--- src/rtl/dtpm_pkg.sv ---
package dtpm_pkg;

  typedef enum logic [1:0] {
    CYC_IDLE    = 2'd0,
    CYC_ACCESS  = 2'd1,
    CYC_REFRESH = 2'd2,
    CYC_ENTRY   = 2'd3
  } cyc_state_e;

endpackage

--- src/rtl/dtpm_sync.sv ---
module dtpm_sync #(
  parameter int          W       = 1,
  parameter logic [W-1:0] RST_VAL = '0
) (
  input  logic         clk,
  input  logic         rst_n,
  input  logic [W-1:0] d_async,
  output logic [W-1:0] q_sync
);

  logic [W-1:0] meta_q;
  logic [W-1:0] sync_q;

  for (genvar i = 0; i < W; i++) begin : g_bit
    always_ff @(posedge clk or negedge rst_n) begin
      if (!rst_n) begin
        meta_q[i] <= RST_VAL[i];
        sync_q[i] <= RST_VAL[i];
      end else begin
        meta_q[i] <= d_async[i];
        sync_q[i] <= meta_q[i];
      end
    end
  end

  assign q_sync = sync_q;

endmodule

--- src/rtl/dtpm_cycle_decoder.sv ---
module dtpm_cycle_decoder
  import dtpm_pkg::*;
#(
  parameter int ADDR_W       = 3,
  parameter int ROW_W        = 2,
  parameter int COL_W        = 3,
  parameter int WE_SETUP_CYC = 2,
  parameter int WE_HOLD_CYC  = 2
) (
  input  logic              clk,
  input  logic              rst_n,
  input  logic              ras_s,
  input  logic              cas_s,
  input  logic              we_s,
  input  logic [ADDR_W-1:0] addr_s,
  output logic              test_mode,
  output logic [ROW_W-1:0]  row,
  output logic [COL_W-1:0]  col,
  output logic              acc_go,
  output logic              acc_wr,
  output logic              out_drop,
  output logic              ras_prev,
  output logic              cas_prev
);

  localparam int HCW = (WE_HOLD_CYC > 1) ? $clog2(WE_HOLD_CYC) : 1;
  localparam logic [HCW-1:0] HOLD_LAST = HCW'(WE_HOLD_CYC - 1);

  cyc_state_e st_q, st_d;
  logic ras_p_q, cas_p_q;
  logic [WE_SETUP_CYC-1:0] we_hist_q, we_hist_d;
  logic [HCW-1:0] hold_q, hold_d;
  logic tm_q, tm_d;
  logic [ROW_W-1:0] row_q, row_d;
  logic seen_q, seen_d;

  logic ras_fall, ras_rise, cas_fall, cas_rise, setup_ok;

  assign ras_fall = ras_p_q & ~ras_s;
  assign ras_rise = ~ras_p_q & ras_s;
  assign cas_fall = cas_p_q & ~cas_s;
  assign cas_rise = ~cas_p_q & cas_s;

  // Write-enable history: samples before the current one
  if (WE_SETUP_CYC > 1) begin : g_hist_wide
    assign we_hist_d = {we_hist_q[WE_SETUP_CYC-2:0], we_s};
  end else begin : g_hist_one
    assign we_hist_d = we_s;
  end

  assign setup_ok = (we_hist_q == '0) & ~we_s;

  always_comb begin
    st_d   = st_q;
    tm_d   = tm_q;
    hold_d = hold_q;
    row_d  = row_q;
    seen_d = seen_q;
    unique case (st_q)
      CYC_IDLE: begin
        if (ras_fall) begin
          if (!cas_s) begin
            if (setup_ok) begin
              st_d   = CYC_ENTRY;
              hold_d = '0;
            end else begin
              st_d = CYC_REFRESH;
              tm_d = 1'b0;
            end
          end else begin
            st_d   = CYC_ACCESS;
            row_d  = addr_s[ROW_W-1:0];
            seen_d = 1'b0;
          end
        end
      end
      CYC_ACCESS: begin
        if (cas_fall) seen_d = 1'b1;
        if (ras_rise) begin
          if (!(seen_q | cas_fall)) tm_d = 1'b0;
          st_d = CYC_IDLE;
        end
      end
      CYC_ENTRY: begin
        if (we_s) begin
          tm_d = 1'b0;
          st_d = ras_rise ? CYC_IDLE : CYC_REFRESH;
        end else if (ras_rise) begin
          tm_d = 1'b0;
          st_d = CYC_IDLE;
        end else if (hold_q == HOLD_LAST) begin
          tm_d = 1'b1;
          st_d = CYC_REFRESH;
        end else begin
          hold_d = hold_q + 1'b1;
        end
      end
      CYC_REFRESH: begin
        if (ras_rise) st_d = CYC_IDLE;
      end
      default: st_d = CYC_IDLE;
    endcase
  end

  always_ff @(posedge clk or negedge rst_n) begin
    if (!rst_n) begin
      st_q      <= CYC_IDLE;
      ras_p_q   <= 1'b1;
      cas_p_q   <= 1'b1;
      we_hist_q <= '1;
      hold_q    <= '0;
      tm_q      <= 1'b0;
      row_q     <= '0;
      seen_q    <= 1'b0;
    end else begin
      st_q      <= st_d;
      ras_p_q   <= ras_s;
      cas_p_q   <= cas_s;
      we_hist_q <= we_hist_d;
      hold_q    <= hold_d;
      tm_q      <= tm_d;
      row_q     <= row_d;
      seen_q    <= seen_d;
    end
  end

  assign test_mode = tm_q;
  assign row       = row_q;
  assign col       = addr_s[COL_W-1:0];
  assign acc_go    = (st_q == CYC_ACCESS) & cas_fall;
  assign acc_wr    = ~we_s;
  assign out_drop  = cas_rise | ras_rise;
  assign ras_prev  = ras_p_q;
  assign cas_prev  = cas_p_q;

endmodule

--- src/rtl/dtpm_cell_array.sv ---
module dtpm_cell_array #(
  parameter int ROW_W = 2,
  parameter int COL_W = 3,
  parameter int DQ_W  = 4,
  parameter int DQW_B = 2
) (
  input  logic             clk,
  input  logic             rst_n,
  input  logic             test_mode,
  input  logic             acc_go,
  input  logic             acc_wr,
  input  logic [ROW_W-1:0] row,
  input  logic [COL_W-1:0] col,
  input  logic [DQ_W-1:0]  wdata,
  input  logic             inj_en,
  input  logic [ROW_W-1:0] inj_row,
  input  logic [COL_W-1:0] inj_col,
  input  logic [DQW_B-1:0] inj_bit,
  output logic             rd_go,
  output logic [DQ_W-1:0]  rdata
);

  localparam int WORDS = 2 ** (ROW_W + COL_W);
  localparam int IDX_W = ROW_W + COL_W;

  logic [WORDS-1:0][DQ_W-1:0] mem_q, mem_d;
  logic mem_en;
  logic [COL_W-1:0] col_ev, col_od;
  logic [IDX_W-1:0] idx_ev, idx_od, idx_nm, idx_inj;
  logic [DQ_W-1:0] word_ev, word_od;

  assign col_ev  = {col[COL_W-1:1], 1'b0};
  assign col_od  = {col[COL_W-1:1], 1'b1};
  assign idx_ev  = {row, col_ev};
  assign idx_od  = {row, col_od};
  assign idx_nm  = {row, col};
  assign idx_inj = {inj_row, inj_col};
  assign word_ev = mem_q[idx_ev];
  assign word_od = mem_q[idx_od];

  assign mem_en = (acc_go & acc_wr) | inj_en;

  always_comb begin
    mem_d = mem_q;
    if (acc_go && acc_wr) begin
      if (test_mode) begin
        mem_d[idx_ev] = wdata;
        mem_d[idx_od] = wdata;
      end else begin
        mem_d[idx_nm] = wdata;
      end
    end
    if (inj_en) begin
      mem_d[idx_inj][inj_bit] = ~mem_d[idx_inj][inj_bit];
    end
  end

  always_ff @(posedge clk or negedge rst_n) begin
    if (!rst_n) begin
      mem_q <= '0;
    end else if (mem_en) begin
      mem_q <= mem_d;
    end
  end

  assign rd_go = acc_go & ~acc_wr;
  assign rdata = test_mode ? ~(word_ev ^ word_od) : mem_q[idx_nm];

endmodule

--- src/rtl/dtpm_dq_driver.sv ---
module dtpm_dq_driver #(
  parameter int DQ_W           = 4,
  parameter int TEST_EXTRA_CYC = 1
) (
  input  logic            clk,
  input  logic            rst_n,
  input  logic            test_mode,
  input  logic            rd_go,
  input  logic [DQ_W-1:0] rdata,
  input  logic            drop,
  output logic            dq_oe,
  output logic [DQ_W-1:0] dq_out
);

  localparam int CW = (TEST_EXTRA_CYC > 0) ? $clog2(TEST_EXTRA_CYC + 1) : 1;
  localparam logic [CW-1:0] EXTRA = CW'(TEST_EXTRA_CYC);

  logic [DQ_W-1:0] data_q;
  logic pend_q, pend_d;
  logic [CW-1:0] cnt_q, cnt_d;
  logic oe_q, oe_d;

  always_comb begin
    pend_d = pend_q;
    cnt_d  = cnt_q;
    oe_d   = oe_q;
    if (drop) begin
      pend_d = 1'b0;
      oe_d   = 1'b0;
    end else if (rd_go) begin
      pend_d = 1'b1;
      cnt_d  = test_mode ? EXTRA : '0;
    end else if (pend_q) begin
      if (cnt_q == '0) begin
        oe_d   = 1'b1;
        pend_d = 1'b0;
      end else begin
        cnt_d = cnt_q - 1'b1;
      end
    end
  end

  always_ff @(posedge clk or negedge rst_n) begin
    if (!rst_n) begin
      pend_q <= 1'b0;
      cnt_q  <= '0;
      oe_q   <= 1'b0;
    end else begin
      pend_q <= pend_d;
      cnt_q  <= cnt_d;
      oe_q   <= oe_d;
    end
  end

  always_ff @(posedge clk or negedge rst_n) begin
    if (!rst_n) begin
      data_q <= '0;
    end else if (rd_go) begin
      data_q <= rdata;
    end
  end

  assign dq_oe  = oe_q;
  assign dq_out = oe_q ? data_q : '0;

endmodule

--- src/rtl/dram_ptest.sv ---
module dram_ptest #(
  parameter int ADDR_W         = 3,
  parameter int ROW_W          = 2,
  parameter int COL_W          = 3,
  parameter int DQ_W           = 4,
  parameter int DQW_B          = 2,
  parameter int WE_SETUP_CYC   = 2,
  parameter int WE_HOLD_CYC    = 2,
  parameter int TEST_EXTRA_CYC = 1
) (
  input  logic              clk,
  input  logic              rst_n,
  input  logic              ras_n,
  input  logic              cas_n,
  input  logic              we_n,
  input  logic [ADDR_W-1:0] addr,
  input  logic [DQ_W-1:0]   dq_in,
  input  logic              inj_en,
  input  logic [ROW_W-1:0]  inj_row,
  input  logic [COL_W-1:0]  inj_col,
  input  logic [DQW_B-1:0]  inj_bit,
  output logic [DQ_W-1:0]   dq_out,
  output logic              dq_oe,
  output logic              test_mode
);

  localparam int BUS_W = ADDR_W + DQ_W;

  logic ras_s, cas_s, we_s;
  logic [ADDR_W-1:0] addr_s;
  logic [DQ_W-1:0] dq_s;
  logic [ROW_W-1:0] row;
  logic [COL_W-1:0] col;
  logic acc_go, acc_wr, out_drop, ras_p, cas_p;
  logic rd_go;
  logic [DQ_W-1:0] rdata;

  dtpm_sync #(.W(3), .RST_VAL(3'b111)) u_strobe_sync (
    .clk(clk), .rst_n(rst_n),
    .d_async({ras_n, cas_n, we_n}),
    .q_sync({ras_s, cas_s, we_s})
  );

  dtpm_sync #(.W(BUS_W), .RST_VAL('0)) u_bus_sync (
    .clk(clk), .rst_n(rst_n),
    .d_async({addr, dq_in}),
    .q_sync({addr_s, dq_s})
  );

  dtpm_cycle_decoder #(
    .ADDR_W(ADDR_W), .ROW_W(ROW_W), .COL_W(COL_W),
    .WE_SETUP_CYC(WE_SETUP_CYC), .WE_HOLD_CYC(WE_HOLD_CYC)
  ) u_dec (
    .clk(clk), .rst_n(rst_n),
    .ras_s(ras_s), .cas_s(cas_s), .we_s(we_s), .addr_s(addr_s),
    .test_mode(test_mode), .row(row), .col(col),
    .acc_go(acc_go), .acc_wr(acc_wr), .out_drop(out_drop),
    .ras_prev(ras_p), .cas_prev(cas_p)
  );

  dtpm_cell_array #(
    .ROW_W(ROW_W), .COL_W(COL_W), .DQ_W(DQ_W), .DQW_B(DQW_B)
  ) u_cells (
    .clk(clk), .rst_n(rst_n), .test_mode(test_mode),
    .acc_go(acc_go), .acc_wr(acc_wr), .row(row), .col(col), .wdata(dq_s),
    .inj_en(inj_en), .inj_row(inj_row), .inj_col(inj_col), .inj_bit(inj_bit),
    .rd_go(rd_go), .rdata(rdata)
  );

  dtpm_dq_driver #(.DQ_W(DQ_W), .TEST_EXTRA_CYC(TEST_EXTRA_CYC)) u_drv (
    .clk(clk), .rst_n(rst_n), .test_mode(test_mode),
    .rd_go(rd_go), .rdata(rdata), .drop(out_drop),
    .dq_oe(dq_oe), .dq_out(dq_out)
  );

endmodule

--- config.mk ---
export PLATFORM = sky130hd
export DESIGN_NAME = dram_ptest
export DESIGN_NICKNAME = d
export VERILOG_FILES = /design/src/rtl/dtpm_pkg.sv /design/src/rtl/dtpm_sync.sv /design/src/rtl/dtpm_cycle_decoder.sv /design/src/rtl/dtpm_cell_array.sv /design/src/rtl/dtpm_dq_driver.sv /design/src/rtl/dram_ptest.sv
export SDC_FILE = /design/constraint.sdc
export NUM_CORES = 1
export LEC_CHECK = 0
export ABC_AREA = 1
export ABC_CLOCK_PERIOD_IN_PS = 5540
export BUFFER_PORTS_ARGS = -buffer_cell sky130_fd_sc_hd__buf_2
export CAP_MARGIN = 10
export CELL_PAD_IN_SITES_DETAIL_PLACEMENT = 0
export CELL_PAD_IN_SITES_GLOBAL_PLACEMENT = 2
export CORE_MARGIN = 5
export CORE_UTILIZATION = 37
export DETAILED_ROUTE_END_ITERATION = 10
export PLACE_DENSITY_LB_ADDON = 0.12
export SLEW_MARGIN = 10
export SYNTH_ARGS = -nofsm -noshare
export SYNTH_HDL_FRONTEND = slang
export SYNTH_SLANG_ARGS = --single-unit
--- constraint.sdc ---
create_clock -name clk -period 5.54 [get_ports clk]
set_clock_uncertainty 0.2 [all_clocks]
set_input_delay 0.554 -clock clk [delete_from_list [all_inputs] [get_ports clk]]
set_output_delay 0.554 -clock clk [all_outputs]
set_load 0.1 [all_outputs]
# Word-level counts from Yosys, hierarchy flattened
# Index checks and enable logic that the tools add are counted.
# word_totals
regBits	166
latch_bits	0
ramBits	0
mem_bits_ro	0
out_inout_bits	6
elab_cells	204
memories	0
# classes
add_sub_neg	2
n_mul	0
n_div	0
magnitude_cmp	10
n_eq_ne	17
n_shift	0
mux	70
bitwise_logic	20
n_reduce_logical	21
# op_table
operator	count
128-bit bitwise mux	4
128-bit two-way mux	3
4-bit binary-select mux with 5-bit select	2
4-bit demux with 5-bit select	2
4-bit two-way mux	10
4-bit binary-select mux with 4-bit select	2
4-bit demux with 4-bit select	2
1-bit two-way mux	32
5-bit by 6-bit < comparator with 1-bit output, second input constant	4
5-bit by 1-bit >= comparator with 1-bit output, second input constant	4
2-bit != test, second input constant	8
2-bit two-way mux	7
2-bit by 1-bit != test with 1-bit output, second input constant	5
3-bit AND reduction	3
1-bit bitwise AND	8
2-bit nonzero test	4
1-bit inverter	7
7-bit AND reduction	1
1-bit logical AND	6
2-bit one-hot mux with 3 select lines	1
6-bit AND reduction	1
2-bit == test, second input constant	2
2-bit logical NOT	2
4-bit by 2-bit != test with 1-bit output, second input constant	1
other kinds (16)	19

# Longest topological paths before layout
# depth
word_depth	15
depth_mapped	23
ltp_nobuf	19

# By module
# From an unflattened synthesis, not the netlist that was laid out.
# unflattened
cells_unflattened	2390
hier_area_um2	14103.5
# modules_own_cells
mod	n_inst	cells_per_inst	area_each_um2
dtpm_cell_array	1	2252	12648.4
dtpm_cycle_decoder	1	76	630.6
dtpm_sync (u_bus_sync)	1	14	350.3
dtpm_dq_driver	1	42	316.6
dtpm_sync (u_strobe_sync)	1	6	157.7

# Worst setup path after synthesis
# OpenSTA, ideal clock, no wires.
# synth_timing
path_kind	reg2reg
startpoint	reg u_dec.tm_q, in the netlist u_dec.test_mode
endpoint	reg u_cells.mem_q[10] (netlist name)
arrival_ps	2929
t_required_ps	5217
path_slack_ps	2288
path_stages_with_launch	17
n_path_buf	5
cell_sequence	dfrtp_1 -> buf_2 -> buf_2 -> buf_1 -> nand3_1 -> nand4_1 -> nand2_1 -> o21ai_0 -> nand2_1 -> nor2_1 -> nand2_1 -> nand2_1 -> nand2_1 -> nor2_1 -> buf_2 -> buf_4 -> a21oi_1
# synth_via
elab_chain_cells	9
# synth_lines
element	line	source
start, declared	dtpm_cycle_decoder.sv:33	logic tm_q, tm_d;
start signal, assigned	dtpm_cycle_decoder.sv:121	tm_q <= tm_d;
128-bit two-way mux *	dtpm_cell_array.sv:46	if (test_mode) begin
128-bit two-way mux *	dtpm_cell_array.sv:45	if (acc_go && acc_wr) begin
4-bit binary-select mux with 5-bit select	dtpm_cell_array.sv:54	mem_d[idx_inj][inj_bit] = ~mem_d[idx_inj][inj_bit];
4-bit two-way mux (not written as such)	dtpm_cell_array.sv:54	
1-bit binary-select mux with 2-bit select	dtpm_cell_array.sv:54	
1-bit two-way mux (not written as such)	dtpm_cell_array.sv:54	
1-bit inverter	dtpm_cell_array.sv:54	
128-bit bitwise mux	dtpm_cell_array.sv:54	
128-bit two-way mux *	dtpm_cell_array.sv:53	if (inj_en) begin
end signal, assigned	dtpm_cell_array.sv:62	mem_q <= mem_d;
end, declared	dtpm_cell_array.sv:26	logic [WORDS-1:0][DQ_W-1:0] mem_q, mem_d;
# Mark *: on every way between the ends. The rest lies on a longest branch, timed or not. The select of a mux whose other input is x is not followed.
# A chain may end at the register's enable or synchronous reset.

# Worst setup path after layout
# layout_timing
startpoint	reg u_dec.st_q[1]
endpoint	reg u_cells.mem_q[84] (netlist name)
# layout_via
elab_chain_cells	11
word_cells_on_any_way	13
# layout_lines
element	line	source
start, declared	dtpm_cycle_decoder.sv:29	cyc_state_e st_q, st_d;
start signal, assigned	dtpm_cycle_decoder.sv:116	st_q <= st_d;
2-bit by 1-bit == test with 1-bit output *	dtpm_cycle_decoder.sv:130	assign acc_go = (st_q == CYC_ACCESS) & cas_fall;
1-bit bitwise AND *	dtpm_cycle_decoder.sv:130	
1-bit logical AND	dtpm_cell_array.sv:45	
128-bit two-way mux	dtpm_cell_array.sv:45	
4-bit binary-select mux with 5-bit select	dtpm_cell_array.sv:54	
4-bit two-way mux (not written as such)	dtpm_cell_array.sv:54	
1-bit binary-select mux with 2-bit select	dtpm_cell_array.sv:54	
1-bit two-way mux (not written as such)	dtpm_cell_array.sv:54	
1-bit inverter	dtpm_cell_array.sv:54	
128-bit bitwise mux	dtpm_cell_array.sv:54	
128-bit two-way mux	dtpm_cell_array.sv:53	
# Marked as above.

==> impl_results.md <==
- Synth Area in XOR/XNOR: 0.251%
- Critical path type: register to register
- Placed cells: 2837
- Syn_nets: 2385
- DR WL/cell: 25.5 µm
- Maximum vdd drop: 0.000236 V
- Port Buffers: 25
- Initial Util: 37.2%
- RSZ-0062 raised after global routing: false
- Worst-skew pair later-pin latency: 500 ps
- Overflow after GRT: 0
- Worst path slowest cell: nand2_1
- GRT met3 Usage: 7.73%
- Hold path endpoint: u_bus_sync.q_sync[6]
- Core box area: 37500 µm²
- Mux share of post-synthesis cell area: 0%
- Slew @ Worst Pin: 989 ps
- Synth Area in Simple Gates: 42.5%
- Fmax: 0.222 GHz
- Slew margin rel.: 33.6%
- Delay of the slowest critical-path stage: 580 ps
- Fin crit period: 4510 ps
- Setup WS post-layout: 1030 ps
- Reg-to-reg critical path endpoint: u_cells.mem_q[84]
- Status: finished clean
- Top delay family on crit path: simple AND/OR/NAND/NOR gates
- Area used by multi-input combinational logic: 8580 µm²
- Fillers: 4189
- Clock buffer count from CTS: 17
- Setup Viol. Count Final: 0
- Placement row count: 71
- DRT iter0 DRCs: 2578
- Total Power: 6.02 mW
- Flops & latches, synth: 166
- Compound-gate portion of the synthesized area: 18.1%
- # IOs: 26
- Pin count of the biggest net entering global routing: 81
- CP Buf/Inv Count: 3
- Final TNS setup: 0 ps
- Ys Warns: 0
- Reg2Reg Launch Point: u_dec.st_q[1]
- Area growth syn-to-layout: 11.2%
- Gpl congestion: 1.05
- CTS max path bufs: 2
- First-pass GRT wire length: 107000 µm
- Hold WC Path Type: register to register
- Clock-pin slew on the worst setup and hold paths: 80 ps
- Vias per cell: 5.99
- Crit end category: register
- Most used routing layer: met2
- GRT met2 Usage: 51.9%
- Critical Path RT: 5690 ps
- # DRC: 0
- Vias after detailed routing: 17200
- Non-Filler Instances: 2880
- Seq. cell area: 4170 µm²
- CTS root buffer: clkbuf_16
- Die X: 204 µm
- Reg2reg setup slack: 1030 ps
- Leak Pwr: 7.34 nW
- Hold violation total from the final report: 0
- FFs w/ async S/R, synth: 100%
- Max Cap Violations: 0
- Routed Antenna Nets: 0
- Fin util: 41.4%
- 1st-pass router iterations: 6
- Hold path startpoint: u_bus_sync.meta_q[6]
- CP arrival: 4670 ps
- # H-tree levels: 4
- DIE AREA: 41700 µm²
- Main synth FF type: dfrtp_1
- Mapped cell area: 14000 µm²
- Initial antenna violation count: 3
- Largest family of logic cells by synthesized area: simple AND/OR/NAND/NOR gates
- Period utilisation layout: 81.5%
- CTS sink count: 166
- Post-synthesis adder-cell area fraction: 0.359%
- Cells after Synth: 2361
- Ratio of cells with drive above 1 in the final layout: 7.39%
- Pre-CTS setup slack: 1250 ps
- Slew Viols, Final: 0
- DP HPWL: 51300 µm
- Die Ht: 204 µm
- Routed WL: 73300 µm
- Nets@finish: 2380
- Vias in the first global route: 15800
- Critical path cell sequence: inv_1 > ha_1 > nand3_1 > nor2_4 > buf_4 > nand2_1 > nand2_1 > nand3_1 > nand4_1 > nand2_1 > o21ai_1 > nand2_1 > nor2_1 > nand2_1 > nand2_1 > nand2_1 > nor2_4 > buf_12 > a21oi_1
- CP startpoint kind: register
- GRT Util Overall: 34.8%
- Hold depth: 0
- GRT met1 Usage: 48.8%
- EDFF count, synth: 0
- Avg Inst Size Synth: 5.91 µm²
- Worst-path fanout max: 67
- Synth unique cells: 38
- Diodes inserted: 0
- R2R depth: 19
- CP most frequent cell: nand2_1
- Sequential element share of the synthesized area: 29.9%
- Pwr/cell area: 388 nW/µm²
- Worst path depth: 19
- CTS tree: yes
==> report_power, final <==
group	switching, mW	internal (mW)	total [mW]
sequential	0.339	1.49	1.83
clock	0.645	0.652	1.30
combinational	2.09	0.801	2.89
total	3.07	2.95	6.02
==> synthesized netlist by cell type (3+ instances only) <==
library cell / count / share of area, %
nor2_1: 356 / 9.6
a221oi_1: 15 / 0.94
clkinv_1: 8 / 0.22
clkbuf_1: 67 / 1.8
o22ai_1: 42 / 1.9
nor3_1: 3 / 0.11
o21ai_1: 19 / 0.68
ha_1: 4 / 0.36
inv_2: 9 / 0.24
inv_1: 160 / 4.3
dfstp_2: 10 / 1.9
o21ai_0: 100 / 3.6
nand3_1: 337 / 12
a22oi_1: 44 / 2.4
o2111ai_1: 14 / 0.88
buf_2: 48 / 1.7
buf_4: 3 / 0.16
nand4_1: 22 / 0.99
dfrtp_1: 156 / 28
o311ai_0: 5 / 0.31
a21oi_1: 177 / 6.3
nor2_2: 7 / 0.31
o221ai_1: 7 / 0.44
buf_1: 19 / 0.51
nand2_1: 707 / 19
==> repair_timing <==
action,CTS,global route
setup buffers,0,0
gates resized for setup,0,0
endpoints found under the hold margin,78,0
hold buffers,11,0
endpoints found under the setup margin,0,0
==> metal layers <==
| metal | vias to the layer above | part of all wire, % |
|---|---|---|
| met5 | - | 0.050 |
| li1 | 7862 | - |
| met3 | 173 | 9.9 |
| met1 | 8256 | 43 |
| met4 | 6 | 4.4 |
| met2 | 940 | 42 |
==> worst reg2reg max path: stages (launching register included) <==
cell and delay, ps:
dfrtp_1 400, inv_1 100, ha_1 220, nand3_1 180, nor2_4 230, buf_4 510, nand2_1 630, nand2_1 200
nand3_1 120, nand4_1 100, nand2_1 60, o21ai_1 310, nand2_1 110, nor2_1 120, nand2_1 60, nand2_1 50
nand2_1 80, nor2_4 150, buf_12 290, a21oi_1 270
==> cell families (layout without fill, tap and decap cells) <==
logic type / count (synthesis) / count (layout)
simple gates: 1438 / 1438
compound gates: 435 / 435
buf+inv: 314 / 322
flops: 166 / 166
fa+ha+maj: 4 / 4
xor+xnor: 4 / 4
==> how the worst max path moves through the flow <==
stage / startpoint / end
finish: u_dec.st_q[1] / u_cells.mem_q[84]
global placement: u_dec.st_q[1] / u_cells.mem_q[124]
detailed placement: u_dec.st_q[1] / u_cells.mem_q[73]
global route: u_dec.st_q[1] / u_cells.mem_q[73]
CTS: u_dec.st_q[1] / u_cells.mem_q[73]
floorplan: u_dec.test_mode / u_cells.mem_q[10]
==> layout make-up <==
cell class              instances  share of cell area (%)
flip-flops and latches        166                    26.9
repair buffers                113                    5.62
multi-input cells            1881                    55.3
clock buffers                  18                    2.83
inverters                     177                    4.28
well taps                     511                    4.12
clock inverters                14                    1.01
==> cells in the final DEF, fill, tap and decap left out, types with 7 or more instances in the layout <==
cell             n
a22oi_1         44
inv_2           10
dfrtp_1        155
o21ai_1         19
nand3_1        337
clkinv_1         7
nor2_1         348
dfstp_2         10
buf_4           73
clkbuf_16       17
nand2_1        707
dlygate4sd3_1   11
nand4_1         22
o221ai_1         7
o21ai_0        100
a21oi_1        177
a221oi_1        15
inv_1          160
buf_2           24
o2111ai_1       14
o22ai_1         42
nor2_2          11
==> flip-flops by register name (all words and copies together), names as in the netlist <==
| register | cells |
|---|---|
| u_dec.ras_prev | 1 |
| u_bus_sync.meta_q | 7 |
| u_drv.cnt_q | 1 |
| u_bus_sync.q_sync | 7 |
| u_strobe_sync.q_sync | 3 |
| u_cells.mem_q | 128 |
| u_dec.hold_q | 1 |
| u_dec.we_hist_q | 2 |
| u_strobe_sync.meta_q | 3 |
| u_dec.test_mode | 1 |
| u_drv.pend_q | 1 |
| u_dec.seen_q | 1 |
| u_drv.dq_oe | 1 |
| u_dec.row | 2 |
| u_dec.st_q | 2 |
| u_dec.cas_prev | 1 |
| u_drv.data_q | 4 |
==> stage by stage <==
step / cell area, µm² / hold WS (ps)
after global placement: 14800 / 134
after detailed placement: 14800 / 136
after global routing: 15500 / 157
after CTS: 15500 / 152
after floorplan: 14000 / 58.4
final: 15500 / 152
(Power assumes the default switching activity.)
